$ cat src/rtl/mau_pkg.sv
package mau_pkg;
  typedef enum logic [1:0] {
    SZ_BYTE = 2'd0,
    SZ_HALF = 2'd1,
    SZ_WORD = 2'd2
  } acc_size_e;

  typedef enum logic [1:0] {
    ST_IDLE  = 2'd0,
    ST_ISSUE = 2'd1,
    ST_WAIT  = 2'd2
  } seq_state_e;
endpackage

$ cat src/rtl/mau_agen.sv
module mau_agen #(
  parameter int DATA_W = 32,
  parameter int IMM_W  = 12
) (
  input  logic [DATA_W-1:0] base_i,
  input  logic [IMM_W-1:0]  imm_i,
  output logic [DATA_W-1:0] ea_o
);
  assign ea_o = base_i + {{(DATA_W-IMM_W){imm_i[IMM_W-1]}}, imm_i};
endmodule

$ cat src/rtl/mau_store_lanes.sv
module mau_store_lanes #(
  parameter int DATA_W = 32
) (
  input  logic [$clog2(DATA_W/8)-1:0] off_i,
  input  logic [1:0]                  size_i,
  input  logic [DATA_W-1:0]           wdata_i,
  output logic [DATA_W/8-1:0]         be_lo_o,
  output logic [DATA_W/8-1:0]         be_hi_o,
  output logic [DATA_W-1:0]           data_lo_o,
  output logic [DATA_W-1:0]           data_hi_o,
  output logic                        split_o
);
  localparam int NB = DATA_W / 8;

  logic [NB-1:0]       size_mask;
  logic [2*NB-1:0]     mask2;
  logic [2*DATA_W-1:0] data2;

  always_comb begin
    for (int i = 0; i < NB; i++) size_mask[i] = (i < (1 << int'(size_i)));
  end

  // two-word window: low half = first word, high half = next word
  assign mask2 = {{NB{1'b0}}, size_mask} << off_i;
  assign data2 = {{DATA_W{1'b0}}, wdata_i} << {off_i, 3'b000};

  assign be_lo_o   = mask2[NB-1:0];
  assign be_hi_o   = mask2[2*NB-1:NB];
  assign data_lo_o = data2[DATA_W-1:0];
  assign data_hi_o = data2[2*DATA_W-1:DATA_W];
  assign split_o   = |mask2[2*NB-1:NB];
endmodule

$ cat src/rtl/mau_load_merge.sv
module mau_load_merge #(
  parameter int DATA_W = 32
) (
  input  logic [$clog2(DATA_W/8)-1:0] off_i,
  input  logic [1:0]                  size_i,
  input  logic                        unsigned_i,
  input  logic [DATA_W-1:0]           lo_i,
  input  logic [DATA_W-1:0]           hi_i,
  output logic [DATA_W-1:0]           data_o
);
  logic [2*DATA_W-1:0] win;
  logic [DATA_W-1:0]   raw;
  logic                sign;

  assign win = {hi_i, lo_i} >> {off_i, 3'b000};
  assign raw = win[DATA_W-1:0];

  always_comb begin
    sign = raw[DATA_W-1];
    for (int s = 0; (8 << s) < DATA_W; s++)
      if (int'(size_i) == s) sign = raw[(8 << s) - 1];
  end

  always_comb begin
    for (int i = 0; i < DATA_W; i++)
      data_o[i] = (i < (8 << int'(size_i))) ? raw[i] : (!unsigned_i && sign);
  end
endmodule

$ cat src/rtl/mau_seq.sv
module mau_seq import mau_pkg::*; (
  input  logic clk_i,
  input  logic rst_ni,
  input  logic req_valid_i,
  input  logic split_i,
  input  logic gnt_i,
  input  logic rvalid_i,
  output logic ready_o,
  output logic accept_o,
  output logic busy_o,
  output logic mem_req_o,
  output logic phase_o,
  output logic cap_lo_o,
  output logic final_o,
  output logic done_o
);
  seq_state_e state_q, state_d;
  logic       phase_q, phase_d;
  logic       done_q;

  always_comb begin
    state_d   = state_q;
    phase_d   = phase_q;
    accept_o  = 1'b0;
    mem_req_o = 1'b0;
    cap_lo_o  = 1'b0;
    final_o   = 1'b0;
    unique case (state_q)
      ST_IDLE: begin
        accept_o = req_valid_i;
        if (req_valid_i) begin
          state_d = ST_ISSUE;
          phase_d = 1'b0;
        end
      end
      ST_ISSUE: begin
        mem_req_o = 1'b1;
        if (gnt_i) state_d = ST_WAIT;
      end
      ST_WAIT: begin
        if (rvalid_i) begin
          if (split_i && !phase_q) begin
            cap_lo_o = 1'b1;
            phase_d  = 1'b1;
            state_d  = ST_ISSUE;
          end else begin
            final_o = 1'b1;
            state_d = ST_IDLE;
          end
        end
      end
      default: state_d = ST_IDLE;
    endcase
  end

  always_ff @(posedge clk_i or negedge rst_ni) begin
    if (!rst_ni) begin
      state_q <= ST_IDLE;
      phase_q <= 1'b0;
      done_q  <= 1'b0;
    end else begin
      state_q <= state_d;
      phase_q <= phase_d;
      done_q  <= final_o;
    end
  end

  assign ready_o = (state_q == ST_IDLE);
  assign busy_o  = !ready_o;
  assign phase_o = phase_q;
  assign done_o  = done_q;
endmodule

$ cat src/rtl/mem_align_unit.sv
module mem_align_unit import mau_pkg::*; #(
  parameter int DATA_W = 32,
  parameter int IMM_W  = 12
) (
  input  logic                clk_i,
  input  logic                rst_ni,
  input  logic                req_valid_i,
  output logic                req_ready_o,
  input  logic                req_store_i,
  input  logic [1:0]          req_size_i,
  input  logic                req_unsigned_i,
  input  logic [DATA_W-1:0]   req_base_i,
  input  logic [IMM_W-1:0]    req_imm_i,
  input  logic [DATA_W-1:0]   req_wdata_i,
  output logic                busy_o,
  output logic                done_o,
  output logic [DATA_W-1:0]   load_data_o,
  output logic                mem_req_o,
  input  logic                mem_gnt_i,
  output logic [DATA_W-1:0]   mem_addr_o,
  output logic                mem_we_o,
  output logic [DATA_W/8-1:0] mem_be_o,
  output logic [DATA_W-1:0]   mem_wdata_o,
  input  logic                mem_rvalid_i,
  input  logic [DATA_W-1:0]   mem_rdata_i
);
  localparam int NB    = DATA_W / 8;
  localparam int OFF_W = $clog2(NB);

  logic [DATA_W-1:0] ea_d, ea_q, wdata_q, lo_q, rdata_q, merged;
  logic [1:0]        size_q;
  logic              store_q, uns_q;
  logic              accept, phase, cap_lo, fin, split;
  logic [NB-1:0]     be_lo, be_hi;
  logic [DATA_W-1:0] wd_lo, wd_hi;

  mau_agen #(.DATA_W(DATA_W), .IMM_W(IMM_W)) u_agen (
    .base_i (req_base_i),
    .imm_i  (req_imm_i),
    .ea_o   (ea_d)
  );

  mau_seq u_seq (
    .clk_i     (clk_i),
    .rst_ni    (rst_ni),
    .req_valid_i(req_valid_i),
    .split_i   (split),
    .gnt_i     (mem_gnt_i),
    .rvalid_i  (mem_rvalid_i),
    .ready_o   (req_ready_o),
    .accept_o  (accept),
    .busy_o    (busy_o),
    .mem_req_o (mem_req_o),
    .phase_o   (phase),
    .cap_lo_o  (cap_lo),
    .final_o   (fin),
    .done_o    (done_o)
  );

  mau_store_lanes #(.DATA_W(DATA_W)) u_lanes (
    .off_i     (ea_q[OFF_W-1:0]),
    .size_i    (size_q),
    .wdata_i   (wdata_q),
    .be_lo_o   (be_lo),
    .be_hi_o   (be_hi),
    .data_lo_o (wd_lo),
    .data_hi_o (wd_hi),
    .split_o   (split)
  );

  mau_load_merge #(.DATA_W(DATA_W)) u_merge (
    .off_i      (ea_q[OFF_W-1:0]),
    .size_i     (size_q),
    .unsigned_i (uns_q),
    .lo_i       (split ? lo_q : mem_rdata_i),
    .hi_i       (split ? mem_rdata_i : '0),
    .data_o     (merged)
  );

  always_ff @(posedge clk_i or negedge rst_ni) begin
    if (!rst_ni) begin
      ea_q    <= '0;
      wdata_q <= '0;
      size_q  <= SZ_BYTE;
      store_q <= 1'b0;
      uns_q   <= 1'b0;
      lo_q    <= '0;
      rdata_q <= '0;
    end else begin
      if (accept) begin
        ea_q    <= ea_d;
        wdata_q <= req_wdata_i;
        size_q  <= req_size_i;
        store_q <= req_store_i;
        uns_q   <= req_unsigned_i;
      end
      if (cap_lo) lo_q <= mem_rdata_i;
      if (fin && !store_q) rdata_q <= merged;
    end
  end

  assign mem_addr_o  = {ea_q[DATA_W-1:OFF_W] + {{(DATA_W-OFF_W-1){1'b0}}, phase},
                        {OFF_W{1'b0}}};
  assign mem_we_o    = store_q;
  assign mem_be_o    = phase ? be_hi : be_lo;
  assign mem_wdata_o = phase ? wd_hi : wd_lo;
  assign load_data_o = rdata_q;
endmodule

$ cat config.mk
export PLATFORM = sky130hd
export DESIGN_NAME = mem_align_unit
export DESIGN_NICKNAME = d
export VERILOG_FILES = /design/src/rtl/mau_pkg.sv /design/src/rtl/mau_agen.sv /design/src/rtl/mau_store_lanes.sv /design/src/rtl/mau_load_merge.sv /design/src/rtl/mau_seq.sv /design/src/rtl/mem_align_unit.sv
export SDC_FILE = /design/constraint.sdc
export NUM_CORES = 1
export LEC_CHECK = 0
export CAP_MARGIN = 10
export CORE_UTILIZATION = 51
export CTS_CLUSTER_SIZE = 8
export DETAILED_ROUTE_END_ITERATION = 6
export PLACE_DENSITY = 0.82
export REMOVE_ABC_BUFFERS = 1
export SLEW_MARGIN = 30
export SYNTH_ARGS = -nofsm -noshare
export SYNTH_HDL_FRONTEND = slang
export SYNTH_SLANG_ARGS = --single-unit
$ cat constraint.sdc
create_clock -name clk_i -period 2.9 [get_ports clk_i]
set_input_delay 0.435 -clock clk_i [delete_from_list [all_inputs] [get_ports clk_i]]
set_output_delay 0.435 -clock clk_i [all_outputs]
set_load 0.03 [all_outputs]
==> metrics.txt <==
run status=finished with violations; violated checks=setup timing; critical path data required time=2.47 ns; standard cell core area=17,480 sq um; placed inst area=12,230 sq um; endpoint arrival time on the critical path=2.50 ns; Routability Congestion=1.010; portion of synthesized cell area occupied by the leading cell type=36.91%; Clock Power Share=16.3%; depth of the worst register-to-register path=9; Max-cap violations=0; post-synthesis average cell area=8.731 sq um; via total after detailed routing=9,033; VDD IR max=0.0007543 V; post-synthesis cell area=9220 sq um; total wire length after detailed routing=27.38 mm; worst max-slew margin expressed relative to the limit=51.04%; largest net degree at the start of global routing=68; sequential fraction of the synthesis area=36.91%; Final Worst Setup Slack=-0.03394 ns; post-route design area=13,150 sq um; clock root buffer=sky130_fd_sc_hd__clkbuf_16; total clock buffers created by CTS=17; clock slew seen by the registers of the worst setup and hold paths=0.06 ns; cell internal power dissipation=8.598 mW; final hold violation count=0; horizontal die dimension=136.5 um; routed length per instance=17.57 um; unrepaired setup endpoints after global routing=yes; depth of the CTS H-tree=4; Setup crit start kind=flip-flop; clk buf depth=2; count of buffers from port buffering=219; row count=48; die area=18,620 sq um; most frequent CP cell=sky130_fd_sc_hd__ha_4; initial standard-cell utilization of the core=52.76%; power per unit of standard cell area=1181 nW/um^2; asr flop ratio synth=100.0%; most used flip-flop cell after synthesis=sky130_fd_sc_hd__dfrtp_1; vias in the first global route=8,775; Setup Skew=0.005934 ns; standard cell with the maximum stage delay on the critical path=sky130_fd_sc_hd__dfrtp_1; cells traversed along the worst timing path=ha_4 -> ha_4 -> nand2_2 -> or3_4 -> inv_4 -> nand3_4 -> nor2_4 -> and3_4 -> xor2_4 -> buf_6; Max Slew Vio Count=0; Gate power share=60.6%; vias per inst=5.794; Setup CP Type=flip-flop to output port; router iterations before antenna repair=7; leftover overflow at the end of global routing=0; internal reg-to-reg setup slack=0.24 ns; delay of the slowest cell on the worst path=0.43 ns; actual transition at the worst max-transition pin=0.7316 ns; share of layout cells above drive strength 1=20.05%; Max FO, Critical Path=3; global-route wire length before repair=43.19 mm; maximum operating frequency=340.8 MHz; half-perimeter wire length after detailed placement=19.74 mm; Cell Count Post-Placement=1,520; Post-synth EDFFs=0; cell leakage power=5.921 nW; number of fillers in the final layout=1,252; Synth Warn #=0; antenna-violating nets left=0; Seq pwr share=23.1%; source-to-sink clock delay at the later pin of the worst-skew pair=0.42 ns; Synth area leaders=sky130_fd_sc_hd__dfrtp_1, sky130_fd_sc_hd__mux2i_1, sky130_fd_sc_hd__nand2_1; DP Worst Slack=-0.1722 ns; Worst Hold Depth=2; share of total power consumed by net switching=44.64%; most numerous cell in the Yosys netlist=sky130_fd_sc_hd__nand2_1; GRT Overall Usage=29.96%; Synth area leader=sky130_fd_sc_hd__dfrtp_1; worst min path class=flip-flop to flip-flop; height of the chip=136.5 um; clock tree from TritonCTS=yes; count of cell types in the netlist=54; num ports=222; part of the cycle the worst path needs=101.2%; most numerous cell types in the synthesized netlist=sky130_fd_sc_hd__nand2_1, sky130_fd_sc_hd__dfrtp_1, sky130_fd_sc_hd__mux2i_1; Layout area overhead=42.64%; final-stage net count=1,470; number of synthesized register bits=136; number of cells produced by synthesis=1,056; clock period minus final worst setup slack=2.934 ns; number of antenna violations at the first check in global routing=2; Post-Layout Cell Count=1,559; initial drt markers=629; DRC Markers=0; total design power=15.53 mW; Fin Hold WS=0.5015 ns; clk sinks=136; final setup violation count=3; net switching component of the power=6.933 mW; category of the worst setup path capture point=output port
critical path: cells and delay by family (launching register included):
family | cells | cell delay, ns
buf+inv | 2 | 0.25
flops | 1 | 0.43
xor+xnor | 1 | 0.19
simple gates | 5 | 0.89
fa+ha+maj | 2 | 0.31
cell type report:
cell class	count	area, sq um	area share [%]
multi-input combinational	834	5639	42.88
clock inverter	11	216.5	1.646
antenna	2	5.005	0.03806
clock buffer	21	470.5	3.577
tap	225	281.5	2.141
inverter	19	73.82	0.5613
timing repair buffer	311	3053	23.21
sequential	136	3412	25.94
layer usage:
| metal | GRT usage (%) | vias up | routed length, um |
|---|---|---|---|
| li1 | - | 4275 | - |
| met4 | 12.28 | 0 | 715 |
| met2 | 51.04 | 352 | 13600 |
| met5 | 0 | - | 0 |
| met3 | 5.369 | 56 | 1860 |
| met1 | 37.24 | 4350 | 11210 |
metrics by stage:
step | setup TNS [ns] | utilization [%]
3_3_place_gp | -0.5248 | 70.00
4_1_cts | -0.2649 | 74.93
3_5_place_dp | -1.561 | 70.00
5_1_grt | -0.3707 | 75.24
6_report | -0.05197 | 75.25
2_1_floorplan | -231.88 | -
placed cells by master (no fill, tap or decap), types with 18 or more instances in the layout:
cell	synthesis	layout
sky130_fd_sc_hd__nand2_1	203	199
sky130_fd_sc_hd__clkdlybuf4s50_1	0	158
sky130_fd_sc_hd__dfrtp_1	136	131
sky130_fd_sc_hd__buf_4	2	124
sky130_fd_sc_hd__mux2i_1	80	80
sky130_fd_sc_hd__o21ai_0	61	61
sky130_fd_sc_hd__a21oi_1	59	59
sky130_fd_sc_hd__nor2_1	65	58
sky130_fd_sc_hd__xnor2_1	39	34
sky130_fd_sc_hd__mux2_2	32	32
sky130_fd_sc_hd__ha_1	33	31
sky130_fd_sc_hd__a211oi_1	23	23
sky130_fd_sc_hd__buf_12	0	23
sky130_fd_sc_hd__nand3_1	22	20
sky130_fd_sc_hd__o21a_1	19	19
sky130_fd_sc_hd__clkbuf_16	0	18
logic make-up (layout without fill, tap and decap cells):
kind of cell               count (synthesis)  in the layout  share of synthesized area, %
other                                      1              4                       0.04067
muxes                                    117            117                         13.81
AOI/OAI and AO/OA                        265            265                         18.48
DFF                                      136            136                         36.91
and+or+nand+nor                          361            361                         16.91
buffers and inverters                     87            362                         3.922
xor gates and xnor gates                  55             55                         5.225
adders and majority gates                 34             34                         4.695
power by group through the flow:
stage	clock, mW	sequential [mW]	combinational [mW]
2_1_floorplan	0	4.12	4.98
3_3_place_gp	0	3.49	9.10
3_5_place_dp	0	3.55	9.26
4_1_cts	2.55	3.56	9.39
5_1_grt	2.63	3.70	10.0
6_report	2.53	3.59	9.41
what timing repair did:
item / in CTS / in global routing
pin swaps: 5 / 11
hold buffers: 1 / 0
buffers inserted: 3 / 1
endpoints found under the setup margin: 18 / 12
endpoints found under the hold margin: 41 / 0
gates resized for setup: 28 / 15
state kept, by name, indices dropped and copies added, names as in the netlist:
register	count
size_q	2
u_seq.phase_o	1
wdata_q	32
ea_q	32
u_seq.state_q	2
lo_q	32
load_data_o	32
u_seq.done_o	1
uns_q	1
mem_we_o	1
final timing paths:
| path | startpoint | end |
|---|---|---|
| max in group asynchronous | rst_ni | load_data_o[20] |
| max reg2reg | ea_q[0] | load_data_o[14] |
| max | u_seq.phase_o | mem_addr_o[24] |
| min reg2reg | wdata_q[20] | wdata_q[20] |
| min in group asynchronous | rst_ni | lo_q[24] |
| min | wdata_q[20] | wdata_q[20] |
No activity file was read; power rests on OpenSTA's default activity.
